==> config.mk <==
export PLATFORM = sky130hd
export DESIGN_NAME = chconv_top
export DESIGN_NICKNAME = d
export VERILOG_FILES = /design/src/rtl/chconv_pkg.sv /design/src/rtl/chconv_sample_math.sv /design/src/rtl/chconv_lane.sv /design/src/rtl/chconv_top.sv
export SDC_FILE = /design/constraint.sdc
export NUM_CORES = 1
export LEC_CHECK = 0
export BUFFER_PORTS_ARGS = -buffer_cell sky130_fd_sc_hd__buf_2
export CORE_ASPECT_RATIO = 0.7
export CORE_MARGIN = 4
export CORE_UTILIZATION = 36
export CTS_CLUSTER_SIZE = 20
export DETAILED_ROUTE_END_ITERATION = 6
export GPL_TIMING_DRIVEN = 1
export SYNTH_ARGS = -nofsm -noshare
export SYNTH_HDL_FRONTEND = slang
export SYNTH_SLANG_ARGS = --single-unit
export TNS_END_PERCENT = 1
==> constraint.sdc <==
create_clock -name clk -period 5.3 [get_ports clk]
set_input_delay 0.265 -clock clk [delete_from_list [all_inputs] [get_ports clk]]
set_output_delay 0.265 -clock clk [all_outputs]
set_load 0.02 [all_outputs]
==> src/rtl/chconv_pkg.sv <==
`timescale 1ns/100ps
package chconv_pkg;

    localparam int unsigned NPATH = 2;

    typedef enum logic [1:0] {
        OP_PASS     = 2'd0,
        OP_NARROW   = 2'd1,
        OP_WIDEN    = 2'd2,
        OP_PASS_ALT = 2'd3
    } conv_op_e;

    typedef enum logic [1:0] {
        LS_FIRST  = 2'd0,
        LS_SECOND = 2'd1,
        LS_DUP    = 2'd2
    } lane_state_e;

    typedef struct packed {
        logic [1:0] op;
        logic [1:0] mix;
        logic       dup;
        logic [1:0] wsel;
    } lane_cfg_t;

endpackage

==> src/rtl/chconv_sample_math.sv <==
`timescale 1ns/100ps
module chconv_sample_math #(
    parameter int unsigned DATA_W = 32
) (
    input  logic [DATA_W-1:0] a_raw,
    input  logic [DATA_W-1:0] b_raw,
    input  logic [1:0]        wsel,
    input  logic [1:0]        mix,
    output logic [DATA_W-1:0] b_ext,
    output logic [DATA_W-1:0] mono
);

    localparam int unsigned W_NARROW = 8;
    localparam int unsigned W_MID    = 16;

    function automatic logic [DATA_W-1:0] sext(input logic [DATA_W-1:0] v,
                                               input logic [1:0] w);
        logic [DATA_W-1:0] r;
        case (w)
            2'd0:    r = {{(DATA_W-W_NARROW){v[W_NARROW-1]}}, v[W_NARROW-1:0]};
            2'd1:    r = {{(DATA_W-W_MID){v[W_MID-1]}}, v[W_MID-1:0]};
            default: r = v;
        endcase
        return r;
    endfunction

    logic [DATA_W-1:0] a_ext;
    logic [DATA_W:0]   sum;
    logic [DATA_W-1:0] avg;

    assign a_ext = sext(a_raw, wsel);
    assign b_ext = sext(b_raw, wsel);
    // one guard bit keeps the sum exact; dropping bit 0 floors the half
    assign sum   = {a_ext[DATA_W-1], a_ext} + {b_ext[DATA_W-1], b_ext};
    assign avg   = DATA_W'(sum >> 1);

    always_comb begin
        case (mix)
            2'd0:    mono = a_ext;
            2'd1:    mono = b_ext;
            default: mono = avg;
        endcase
    end

endmodule

==> src/rtl/chconv_lane.sv <==
`timescale 1ns/100ps
module chconv_lane
    import chconv_pkg::*;
#(
    parameter int unsigned DATA_W = 32,
    parameter int unsigned CH_W   = 4
) (
    input  logic              clk,
    input  logic              rst_n,
    input  lane_cfg_t         cfg_live,
    input  logic              in_valid,
    output logic              in_ready,
    input  logic [DATA_W-1:0] in_data,
    input  logic [CH_W-1:0]   in_ch,
    input  logic              in_eof,
    output logic              out_valid,
    input  logic              out_ready,
    output logic [DATA_W-1:0] out_data,
    output logic [CH_W-1:0]   out_ch,
    output logic              out_eof
);

    localparam logic [CH_W-1:0] CH_LEFT  = CH_W'(0);
    localparam logic [CH_W-1:0] CH_RIGHT = CH_W'(1);

    typedef struct packed {
        lane_state_e       state;
        logic              at_bound;
        lane_cfg_t         cfg;
        logic [DATA_W-1:0] hold;
        logic              hold_eof;
        logic              ov;
        logic [DATA_W-1:0] od;
        logic [CH_W-1:0]   oc;
        logic              oe;
    } lane_reg_t;

    lane_reg_t         lane_d, lane_q;
    lane_cfg_t         cfg_use;
    logic              slot_free;
    logic              rdy;
    logic              acc;
    logic              ld;
    logic [DATA_W-1:0] ld_data;
    logic [CH_W-1:0]   ld_ch;
    logic              ld_eof;
    logic [DATA_W-1:0] b_ext;
    logic [DATA_W-1:0] mono;

    assign cfg_use = lane_q.at_bound ? cfg_live : lane_q.cfg;

    chconv_sample_math #(.DATA_W(DATA_W)) u_math (
        .a_raw (lane_q.hold),
        .b_raw (in_data),
        .wsel  (cfg_use.wsel),
        .mix   (cfg_use.mix),
        .b_ext (b_ext),
        .mono  (mono)
    );

    always_comb begin
        lane_d    = lane_q;
        slot_free = !lane_q.ov || out_ready;
        ld        = 1'b0;
        ld_data   = '0;
        ld_ch     = CH_LEFT;
        ld_eof    = 1'b0;

        if (lane_q.ov && out_ready) begin
            lane_d.ov = 1'b0;
        end
        if (lane_q.at_bound) begin
            lane_d.cfg = cfg_live;
        end

        case (lane_q.state)
            LS_FIRST:  rdy = (cfg_use.op == OP_NARROW) ? 1'b1 : slot_free;
            LS_SECOND: rdy = slot_free;
            default:   rdy = 1'b0;
        endcase
        acc = in_valid && rdy;

        if (acc && lane_q.at_bound) begin
            lane_d.at_bound = 1'b0;
        end

        case (lane_q.state)
            LS_FIRST: begin
                if (acc) begin
                    case (cfg_use.op)
                        OP_NARROW: begin
                            lane_d.hold  = in_data;
                            lane_d.state = LS_SECOND;
                        end
                        OP_WIDEN: begin
                            ld              = 1'b1;
                            ld_data         = b_ext;
                            ld_ch           = CH_LEFT;
                            ld_eof          = 1'b0;
                            lane_d.hold     = cfg_use.dup ? b_ext : '0;
                            lane_d.hold_eof = in_eof;
                            lane_d.state    = LS_DUP;
                        end
                        default: begin
                            ld      = 1'b1;
                            ld_data = in_data;
                            ld_ch   = in_ch;
                            ld_eof  = in_eof;
                        end
                    endcase
                end
            end
            LS_SECOND: begin
                if (acc) begin
                    ld           = 1'b1;
                    ld_data      = mono;
                    ld_ch        = CH_LEFT;
                    ld_eof       = in_eof;
                    lane_d.state = LS_FIRST;
                end
            end
            default: begin
                if (slot_free) begin
                    ld           = 1'b1;
                    ld_data      = lane_q.hold;
                    ld_ch        = CH_RIGHT;
                    ld_eof       = lane_q.hold_eof;
                    lane_d.state = LS_FIRST;
                end
            end
        endcase

        if (ld) begin
            lane_d.ov = 1'b1;
            lane_d.od = ld_data;
            lane_d.oc = ld_ch;
            lane_d.oe = ld_eof;
            if (ld_eof) begin
                lane_d.at_bound = 1'b1;
            end
        end
    end

    always_ff @(posedge clk) begin
        if (!rst_n) begin
            lane_q          <= '0;
            lane_q.state    <= LS_FIRST;
            lane_q.at_bound <= 1'b1;
        end else begin
            lane_q <= lane_d;
        end
    end

    assign in_ready  = rdy;
    assign out_valid = lane_q.ov;
    assign out_data  = lane_q.od;
    assign out_ch    = lane_q.oc;
    assign out_eof   = lane_q.oe;

    AST_OUT_HOLD: assert property (@(posedge clk) disable iff (!rst_n)
        (out_valid && !out_ready) |=> (out_valid && $stable(out_data) && $stable(out_ch) && $stable(out_eof)));

    AST_WIDEN_BLOCKS_INPUT: assert property (@(posedge clk) disable iff (!rst_n)
        (in_valid && in_ready && lane_q.state == LS_FIRST && cfg_use.op == OP_WIDEN) |=> !in_ready);

    AST_PAIR_FIRST_SILENT: assert property (@(posedge clk) disable iff (!rst_n)
        (in_valid && in_ready && lane_q.state == LS_FIRST && cfg_use.op == OP_NARROW && !out_valid) |=> !out_valid);

    AST_CFG_FROZEN: assert property (@(posedge clk) disable iff (!rst_n)
        (!lane_q.at_bound) |=> $stable(lane_q.cfg));

endmodule

==> src/rtl/chconv_top.sv <==
`timescale 1ns/100ps
module chconv_top
    import chconv_pkg::*;
#(
    parameter int unsigned DATA_W = 32,
    parameter int unsigned CH_W   = 4
) (
    input  logic                         clk,
    input  logic                         rst_n,
    input  logic [NPATH-1:0][1:0]        cfg_op,
    input  logic [NPATH-1:0][1:0]        cfg_mix,
    input  logic [NPATH-1:0]             cfg_dup,
    input  logic [NPATH-1:0][1:0]        cfg_wsel,
    input  logic [NPATH-1:0]             in_valid,
    output logic [NPATH-1:0]             in_ready,
    input  logic [NPATH-1:0][DATA_W-1:0] in_data,
    input  logic [NPATH-1:0][CH_W-1:0]   in_ch,
    input  logic [NPATH-1:0]             in_eof,
    output logic [NPATH-1:0]             out_valid,
    input  logic [NPATH-1:0]             out_ready,
    output logic [NPATH-1:0][DATA_W-1:0] out_data,
    output logic [NPATH-1:0][CH_W-1:0]   out_ch,
    output logic [NPATH-1:0]             out_eof
);

    for (genvar p = 0; p < NPATH; p++) begin : g_lane
        lane_cfg_t lane_cfg;

        assign lane_cfg = '{op: cfg_op[p], mix: cfg_mix[p], dup: cfg_dup[p], wsel: cfg_wsel[p]};

        chconv_lane #(.DATA_W(DATA_W), .CH_W(CH_W)) u_lane (
            .clk       (clk),
            .rst_n     (rst_n),
            .cfg_live  (lane_cfg),
            .in_valid  (in_valid[p]),
            .in_ready  (in_ready[p]),
            .in_data   (in_data[p]),
            .in_ch     (in_ch[p]),
            .in_eof    (in_eof[p]),
            .out_valid (out_valid[p]),
            .out_ready (out_ready[p]),
            .out_data  (out_data[p]),
            .out_ch    (out_ch[p]),
            .out_eof   (out_eof[p])
        );
    end

endmodule

After elaboration in Yosys (flattened, before gate mapping):

Index checks and enable logic that the tools add are counted.

* register bits: 162
* output and inout port bits: 78
* input bits: 94
* logic and storage cells: 146

* equal/unequal tests: 16
* mux-type cells: 74
* reductions and logical operators: 30
* add/sub/neg operators: 2

Operator list (count)
* $pmux 32 s2: 12
* $mux 32: 8
* $mux 38: 2
* $add 32x32->33: 2
* $mux 1: 28
* $eq 2x1->1 const B: 8
* $mux 4: 4
* $pmux 2 s2: 4
* $pmux 4 s2: 2
* $mux 7: 2
* $logic_not 2->1: 6
* $mux 2: 6
* $pmux 1 s2: 6
* $reduce_and 3->1: 4
* $ne 2x1->1 const B: 4
* $reduce_and 4->1: 2
* $reduce_bool 2->1: 4
* $logic_and 1x1->1: 6
* $ne 3x2->1 const B: 2
* $reduce_bool 3->1: 2
* $eq 2x2->1 const B: 2
* $reduce_or 2->1: 2
* $logic_not 1->1: 2
* $logic_or 1x1->1: 2

Longest topological paths before layout:

Gate-level depths: netlist of run 1.

* depth after elaboration: 9
* depth in mapped cells: 18
* depth with buffers taken out: 15

Hierarchy:

From an unflattened synthesis of run 1, not the netlist that was laid out.

* cell total of the unflattened synthesis: 1863
* area, all modules: 14247.4 um^2

Modules (own cells, without submodules)
* chconv_sample_math: seq. area each 0.0 um^2, cells each 464, instances 2, area each 2930.3 um^2
* chconv_lane (g_lane[1].u_lane): seq. area each 1621.6 um^2, cells each 462, instances 1, area each 4237.8 um^2
* chconv_lane (g_lane[0].u_lane): seq. area each 1621.6 um^2, cells each 473, instances 1, area each 4149.0 um^2

Worst setup path before layout of run 1:

Ideal clock, no wire load.

* path kind: reg-to-reg
* start: register g_lane[1].u_lane.lane_q[78] (netlist bit)
* end: register g_lane[1].u_lane.lane_q, in the netlist g_lane[1].u_lane.out_data[26]
* data required time: 5.205 ns
* buffers on the path: 4
* stages on the path, launching flop included: 16
* data arrival time: 4.048 ns
* library setup time: 0.095 ns
* path slack: 1.157 ns
* period minus slack after synthesis: 4.143 ns
* path through: dfxtp_1 -> buf_2 -> clkbuf_1 -> mux2i_1 -> nand2_1 -> clkbuf_1 -> o21a_1 -> ha_1 -> clkbuf_1 -> nand4_1 -> or4_1 -> a211o_1 -> a31oi_1 -> or3_1 -> nand3_1 -> a221oi_1

* longest elaborated chain between the ends: 7
* elaborated cells on any way between the ends: 22
* those cells by class: 1 x add/sub; 4 x eq/ne; 14 x mux; 3 x reduce/logical

Ends and longest elaborated chain
* from (decl): line chconv_lane.sv:38 `lane_reg_t lane_d, lane_q;`
* from (signal assigned): line chconv_lane.sv:150 `lane_q <= lane_d;`
* $mux 7 (*)
* $eq 2x1->1, or another cell as far along: line chconv_sample_math.sv:19 `case (w)`
* $pmux 32 s2 or $mux 1 (tied branches): line chconv_sample_math.sv:19, chconv_lane.sv:77
* $add 32x32->33 or $pmux 1 s2 (tied branches): line chconv_sample_math.sv:34, chconv_lane.sv:76
* $pmux 32 s2 or $logic_and 1x1->1 (tied branches): line chconv_sample_math.sv:38, chconv_lane.sv:81
* $mux 32, or another cell as far along: line chconv_lane.sv:114 `if (acc) begin`
* $pmux 32 s2 or $pmux 1 s2 (tied branches): line chconv_lane.sv:87 `case (lane_q.state)`

Every way passes the cells marked *; elsewhere a longest branch is shown, timed or not.
A chain may end at the register's enable or synchronous reset.

Worst setup path in the final report of run 1:

* start: register g_lane[0].u_lane.lane_q[78] (netlist bit)
* end: register g_lane[0].u_lane.lane_q, in the netlist g_lane[0].u_lane.out_data[27]

* longest elaborated chain between the ends: 7
* elaborated cells on any way between the ends: 22
* those cells by class: 1 x add/sub; 4 x eq/ne; 14 x mux; 3 x reduce/logical

Ends and longest elaborated chain (line)
* from (decl): chconv_lane.sv:38
* from (signal assigned): chconv_lane.sv:150
* $mux 7 (*)
* $eq 2x1->1, or another cell as far along: chconv_sample_math.sv:19
* $pmux 32 s2 or $mux 1 (tied branches): chconv_sample_math.sv:19, chconv_lane.sv:77
* $add 32x32->33 or $pmux 1 s2 (tied branches): chconv_sample_math.sv:34, chconv_lane.sv:76
* $pmux 32 s2 or $logic_and 1x1->1 (tied branches): chconv_sample_math.sv:38, chconv_lane.sv:81
* $mux 32, or another cell as far along: chconv_lane.sv:114
* $pmux 32 s2 or $pmux 1 s2 (tied branches): chconv_lane.sv:87

Marked as above.

==> impl_metrics.env, run 1 <==
export IMPL_clkTransAtPathRegs_ns=0.07
export IMPL_yosysTopAreaCell="dfxtp_1"
export IMPL_portBuffers=171
export IMPL_critical_path_required_ns=5.67
export IMPL_grt_pass1_vias=13800
export IMPL_syn_area_per_cell_um2=7.50
export IMPL_antenna_found_initial=6
export IMPL_worstMarginPinSlew_ns=1.20
export IMPL_synth_top_family_by_area="compound AO/OA/AOI/OAI gates"
export IMPL_outcome="finished, final reports clean"
export IMPL_clk_latency_ns=0.45
export IMPL_synth_net_count=2015
export IMPL_cpPeakStageDelay_ns=0.77
export IMPL_die_h_um=172
export IMPL_muxShareOfSynthArea=0.0587
export IMPL_slowest_stage="nor2_1"
export IMPL_fin_skew_ns=0.0161
export IMPL_cts_path_max_buffers=2
export IMPL_areaGrowthSynthToFinish_pct=9.53
export IMPL_ys_async_sr_fraction=0
export IMPL_cts_sinks=162
export IMPL_avgViaCountPerCell=6.24
export IMPL_yosysSeqAreaShare=0.233
export IMPL_path_cells="buf_4, mux2_2, nor2_1, a21oi_1, inv_1, ha_1, a21o_1, a21o_1, a21o_1, a21oi_1, nor2b_1, or4_1, a21oi_2, nand3_1, a221oi_2"
export IMPL_met2_length_um=20800
export IMPL_dr_total_vias=14900
export IMPL_dieArea_um2=41900
export IMPL_worstHoldStart="in_ch[5]"
export IMPL_yosys_warnings=0
export IMPL_dr_wl_met3_um=6260
export IMPL_final_max_slew_violation_count=0
export IMPL_synth_edf_count=0
export IMPL_cts_resized=0
export IMPL_ys_ff_latch=162
export IMPL_grt_max_degree=76
export IMPL_cts_root_buf="clkbuf_16"
export IMPL_dpl_hpwl_um=37200
export IMPL_coreArea_um2=37600
export IMPL_cts_hold_buf=0
export IMPL_hold_class="primary input to register"
export IMPL_gp_congestion=0.961
export IMPL_ir_worst_vdd_uv=217
export IMPL_synth_area_um2=13900
export IMPL_synth_fa_ha_area_frac=0.0628
export IMPL_cp_end_kind="register"
export IMPL_final_antenna_net_count=0
export IMPL_synthFlopType="dfxtp_1"
export IMPL_layout_nets=2040
export IMPL_wl_um=53800
export IMPL_leakage_nw=6.74
export IMPL_synth_compound_area_frac=0.359
export IMPL_cts_tree="built"
export IMPL_dieWidth_um=243
export IMPL_synth_xor_area_frac=0.0296
export IMPL_critPathLaunchType="register"
export IMPL_routedWlPerCell_um=22.6
export IMPL_synth_top_area_share=0.233
export IMPL_place_ws_ns=0.759
export IMPL_drc=0
export IMPL_ios=172
export IMPL_rsz0062_at_grt="false"
export IMPL_finalHoldViolCount=0
export IMPL_tns_ns=0
export IMPL_critPathLaunch="g_lane[0].u_lane.lane_q[78]"
export IMPL_synth_distinct_cells=83
export IMPL_finalSetupViolCount=0
export IMPL_wirelength_met1_um=25800
export IMPL_yosys_top_cells_area="dfxtp_1, a21oi_1, ha_1"
export IMPL_drt_iter0_markers=1809
export IMPL_path_max_fanout=18
export IMPL_period_needed_ns=4.56
export IMPL_cts_buffers=17
export IMPL_synth_cells=1854
export IMPL_grt_pass1_wl_um=81700
export IMPL_r2r_start="g_lane[0].u_lane.lane_q[78]"
export IMPL_fin_crit_sh=0.861
export IMPL_firstDrtPassIters=6
export IMPL_layout_drive_gt1_share=0.166
export IMPL_power_density_nw_per_um2=305
export IMPL_topRoutingLayerUsed="met5"
export IMPL_cap_violations=0
export IMPL_crit_arrival_ns=4.93
export IMPL_synth_simple_gate_area_frac=0.166
export IMPL_max_freq_mhz=219
export IMPL_fp_row_count=59
export IMPL_crit_type="register to register"
export IMPL_grt_use_total=0.247
export IMPL_crit_path_frequent_cell="a21o_1"
export IMPL_relSlewSlack=0.199
export IMPL_worst_slack_ns=0.738
export IMPL_grt_overflow=0
export IMPL_post_cts_buffers=0
export IMPL_ctsHtreeMaxLevel=4
export IMPL_start_util=0.369
-- worst max-delay path: cells and delay by family, from the launching register on --
kind	cells	cell delay [ns]
adder cells (fa/ha/maj)	1	0.28
AO/OA/AOI/OAI	7	1.40
flip-flops	1	0.35
multiplexers	1	0.55
AND/OR/NAND/NOR	4	1.53
buffers and inverters	2	0.39
-- registers in the layout (all words and copies together) (netlist names) --
register,cells
g_lane.u_lane.lane_q,86
g_lane.u_lane.out_data,64
g_lane.u_lane.out_ch,8
g_lane.u_lane.out_eof,2
g_lane.u_lane.out_valid,2
-- layout by cell type (no fill, tap or decap), types with 36 or more instances in the layout --
cell,netlist,routed
a21o_1,73,73
a21oi_1,199,197
a22oi_1,98,98
buf_2,3,171
buf_4,79,36
dfxtp_1,162,162
ha_1,65,65
inv_1,55,55
mux2_2,44,44
nand2_1,166,166
nand3_1,38,38
nor2_1,176,174
o21a_1,39,39
o21ai_0,93,93
-- cell families after synthesis --
| logic type | count (synthesis) |
|---|---|
| AO/OA/AOI/OAI | 729 |
| XOR/XNOR | 47 |
| adder cells (fa/ha/maj) | 69 |
| buffers and inverters | 258 |
| flip-flops | 162 |
| multiplexers | 76 |
| AND/OR/NAND/NOR | 513 |
-- report_power, final --
| part | leakage [nW] | switching [W] | internal (W) |
|---|---|---|---|
| registers | 1.32 | 0.0000838 | 0.00131 |
| logic | 5.13 | 0.00123 | 0.000696 |
| clock network | 0.287 | 0.000633 | 0.000691 |
| total | 6.74 | 0.00195 | 0.00269 |
-- area by class of cell --
class	instances	area (um^2)
diodes	2	5.00
clock buffers	19	453
clock inverters	13	140
fillers	3895	22400
inverters	56	213
multi-input cells	1434	9420
flip-flops and latches	162	3240
well taps	488	611
repair buffers	208	1150
-- metrics by stage --
| stage | instance area [um^2] | std cells | power, W | util | hold WS, ns |
|---|---|---|---|---|---|
| floorplan | 13900 | 1854 | 0.00278 | - | 0.409 |
| global placement | 14600 | 2348 | 0.00326 | 0.389 | 0.447 |
| detailed placement | 14600 | 2348 | 0.00328 | 0.389 | 0.451 |
| CTS | 15200 | 2380 | 0.00462 | 0.404 | 0.0295 |
| global route | 15200 | 2382 | 0.00489 | 0.405 | 0.0546 |
| finish | 15200 | 2382 | 0.00465 | 0.405 | 0.0519 |
-- cell usage after synthesis (all sizes together) (44+ instances only) --
cell type,number
o21ai,96
buf,97
mux2,44
inv,56
a21o,73
nor2,177
a21oi,201
a22oi,98
ha,65
nand2,166
clkbuf,105
dfxtp,162
-- routing by layer --
layer,vias up,GRT usage
li1,6885,-
met1,7035,0.374
met2,856,0.340
met3,81,0.0663
met4,4,0.0647
met5,-,0
-- final timing paths --
path,to,depth (start not counted),slack (ns)
min reg2reg,g_lane[0].u_lane.lane_q[38],2,0.46
max reg2reg,g_lane[0].u_lane.out_data[27],15,0.74
max,g_lane[0].u_lane.out_data[27],15,0.74
min,g_lane[1].u_lane.out_ch[1],3,0.05
No activity file was read; power rests on OpenSTA's default activity.
==> run 2: changes to the inputs <==
CORE_MARGIN = 8   (was 4)
==> run 2 against run 1 <==
The run now ends with DRC left. Total power grew 1.1%. Clock power grew 4%. Largest power group unchanged. Count of clock-buffer cells in the layout is the same. Clock skew grew 0.0036 ns. Final area grew 0.29%. Via count shrank 0.29%.
==> impl_metrics.env, run 2 (same netlist as run 1, synthesis figures left out) <==
export IMPL_cts_hold_buf=0
export IMPL_dr_total_vias=14800
export IMPL_clkTransAtPathRegs_ns=0.07
export IMPL_crit_path_frequent_cell="a21o_1"
export IMPL_drt_iter0_markers=1747
export IMPL_fillCellCount=3984
export IMPL_coreArea_um2=38300
export IMPL_place_ws_ns=0.860
export IMPL_areaGrowthSynthToFinish_pct=9.84
export IMPL_drc=17
export IMPL_final_max_slew_violation_count=0
export IMPL_period_needed_ns=4.49
export IMPL_finalSetupViolCount=0
export IMPL_fin_crit_sh=0.846
export IMPL_regMostFlops="g_lane.u_lane.lane_q"
export IMPL_layout_drive_gt1_share=0.167
export IMPL_avgViaCountPerCell=6.19
export IMPL_antenna_found_initial=7
export IMPL_fin_hold_ws_ns=0.0610
export IMPL_layout_nets=2044
export IMPL_dieWidth_um=251
export IMPL_fin_area_um2=15300
export IMPL_cts_tree="built"
export IMPL_critPathBufInv=0
export IMPL_portBuffers=171
export IMPL_dieArea_um2=45300
export IMPL_multiInputGateArea_um2=9420
export IMPL_violations="DRC"
export IMPL_clk_latency_ns=0.46
export IMPL_crit_type="register to register"
export IMPL_routedWlPerCell_um=22.9
export IMPL_critical_path_required_ns=5.63
export IMPL_placed_cell_area_um2=14700
export IMPL_grt_pass1_vias=13800
export IMPL_ctsHtreeMaxLevel=4
export IMPL_final_antenna_net_count=0
export IMPL_cts_root_buf="clkbuf_16"
export IMPL_worst_slack_ns=0.814
export IMPL_ios=172
export IMPL_start_util=0.363
export IMPL_crit_arrival_ns=4.82
export IMPL_layout_area_seq_um2=3240
export IMPL_critPathLaunchType="register"
export IMPL_cp_end_kind="register"
export IMPL_relSlewSlack=0.144
export IMPL_grt_overflow=0
export IMPL_final_common_cell="a21oi_1"
export IMPL_wl_um=54700
export IMPL_post_cts_buffers=0
export IMPL_firstDrtPassIters=7
export IMPL_power_density_nw_per_um2=308
export IMPL_path_max_fanout=17
export IMPL_worstMarginPinSlew_ns=1.28
export IMPL_crit_family="compound AO/OA/AOI/OAI gates"
export IMPL_cpPeakStageDelay_ns=0.70
export IMPL_outcome="finished with violations"
export IMPL_grt_max_degree=77
export IMPL_ir_worst_vdd_uv=223
export IMPL_gp_congestion=0.962
export IMPL_die_h_um=180
export IMPL_cts_path_max_buffers=2
export IMPL_largest_reg_flops=86
export IMPL_hold_class="primary input to register"
export IMPL_max_freq_mhz=223
export IMPL_cts_buffers=17
export IMPL_slowest_stage="or4_1"
export IMPL_dpl_hpwl_um=38100
export IMPL_cts_sinks=162
export IMPL_path_cells="or3_1, and2_1, a21o_1, ha_1, a211o_1, o211ai_1, a21oi_1, a2111oi_4, nor4b_1, or4_1, a21o_1, a211oi_1, a21oi_2"
export IMPL_grt_use_total=0.231
export IMPL_tns_ns=0
export IMPL_rsz0062_at_grt="false"
export IMPL_final_cell_mix="a21oi_1, nor2_1, buf_2"
export IMPL_fp_row_count=60
export IMPL_finalHoldViolCount=0
export IMPL_fin_skew_ns=0.0197
export IMPL_leakage_nw=6.77
export IMPL_grt_pass1_wl_um=83900
export IMPL_cap_violations=0
export IMPL_power_w=0.00470
export IMPL_cts_resized=0
[run 2: changes by cell type in the layout (fill, tap and decap cells not counted)]
cell,change
buf_4,+5
bufinv_16,+2
mux2i_2,-1
diode_2,-1
clkinv_4,-3
clkinv_2,+2
inv_8,-1
buf_12,-1
clkbuf_8,-1
clkbuf_1,+1
mux2i_1,+1
[run 2: layout make-up]
type | count | area share
clock inverter | 13 | 0.0113
tap | 496 | 0.0406
clock buffer | 19 | 0.0290
sequential | 162 | 0.212
inverter | 56 | 0.0139
timing repair buffer | 212 | 0.0762
antenna | 1 | 0.000164
multi-input combinational | 1434 | 0.617
[run 2: path summary, 6_finish.rpt]
path	from	end	slack (ns)	cells after the start
min	in_ch[7]	g_lane[1].u_lane.out_ch[3]	0.06	3
min reg2reg	g_lane[0].u_lane.out_eof	g_lane[0].u_lane.out_eof	0.46	2
max	g_lane[0].u_lane.lane_q[78]	g_lane[0].u_lane.out_data[29]	0.81	13
max reg2reg	g_lane[0].u_lane.lane_q[78]	g_lane[0].u_lane.out_data[29]	0.81	13
[run 2: metal layers]
layer  vias up  GRT usage  routed length (um)
li1       6875          -                   -
met1      7171      0.352               26900
met2       695      0.315               21500
met3        69     0.0545                5310
met4         8     0.0641                 943
met5         -          0                  49
[run 2: per-stage QoR]
stage | cells | util
detailed placement | 2360 | 0.383
floorplan | 1854 | -
CTS | 2392 | 0.399
finish | 2393 | 0.399
global route | 2393 | 0.399
global placement | 2360 | 0.383
[run 2: power by group]
part	total [W]	leakage (nW)	internal [W]	switching [W]
Combinational	0.00194	5.15	0.000700	0.00124
Clock	0.00137	0.299	0.000766	0.000604
Sequential	0.00139	1.32	0.00131	0.0000828
Total	0.00470	6.77	0.00277	0.00193
[run 2: tightest hold or removal path, delay by kind of cell]
family	cells	cell delay (ns)
buffers and inverters	1	0.08
AND/OR/NAND/NOR	1	0.07
AO/OA/AOI/OAI	1	0.05
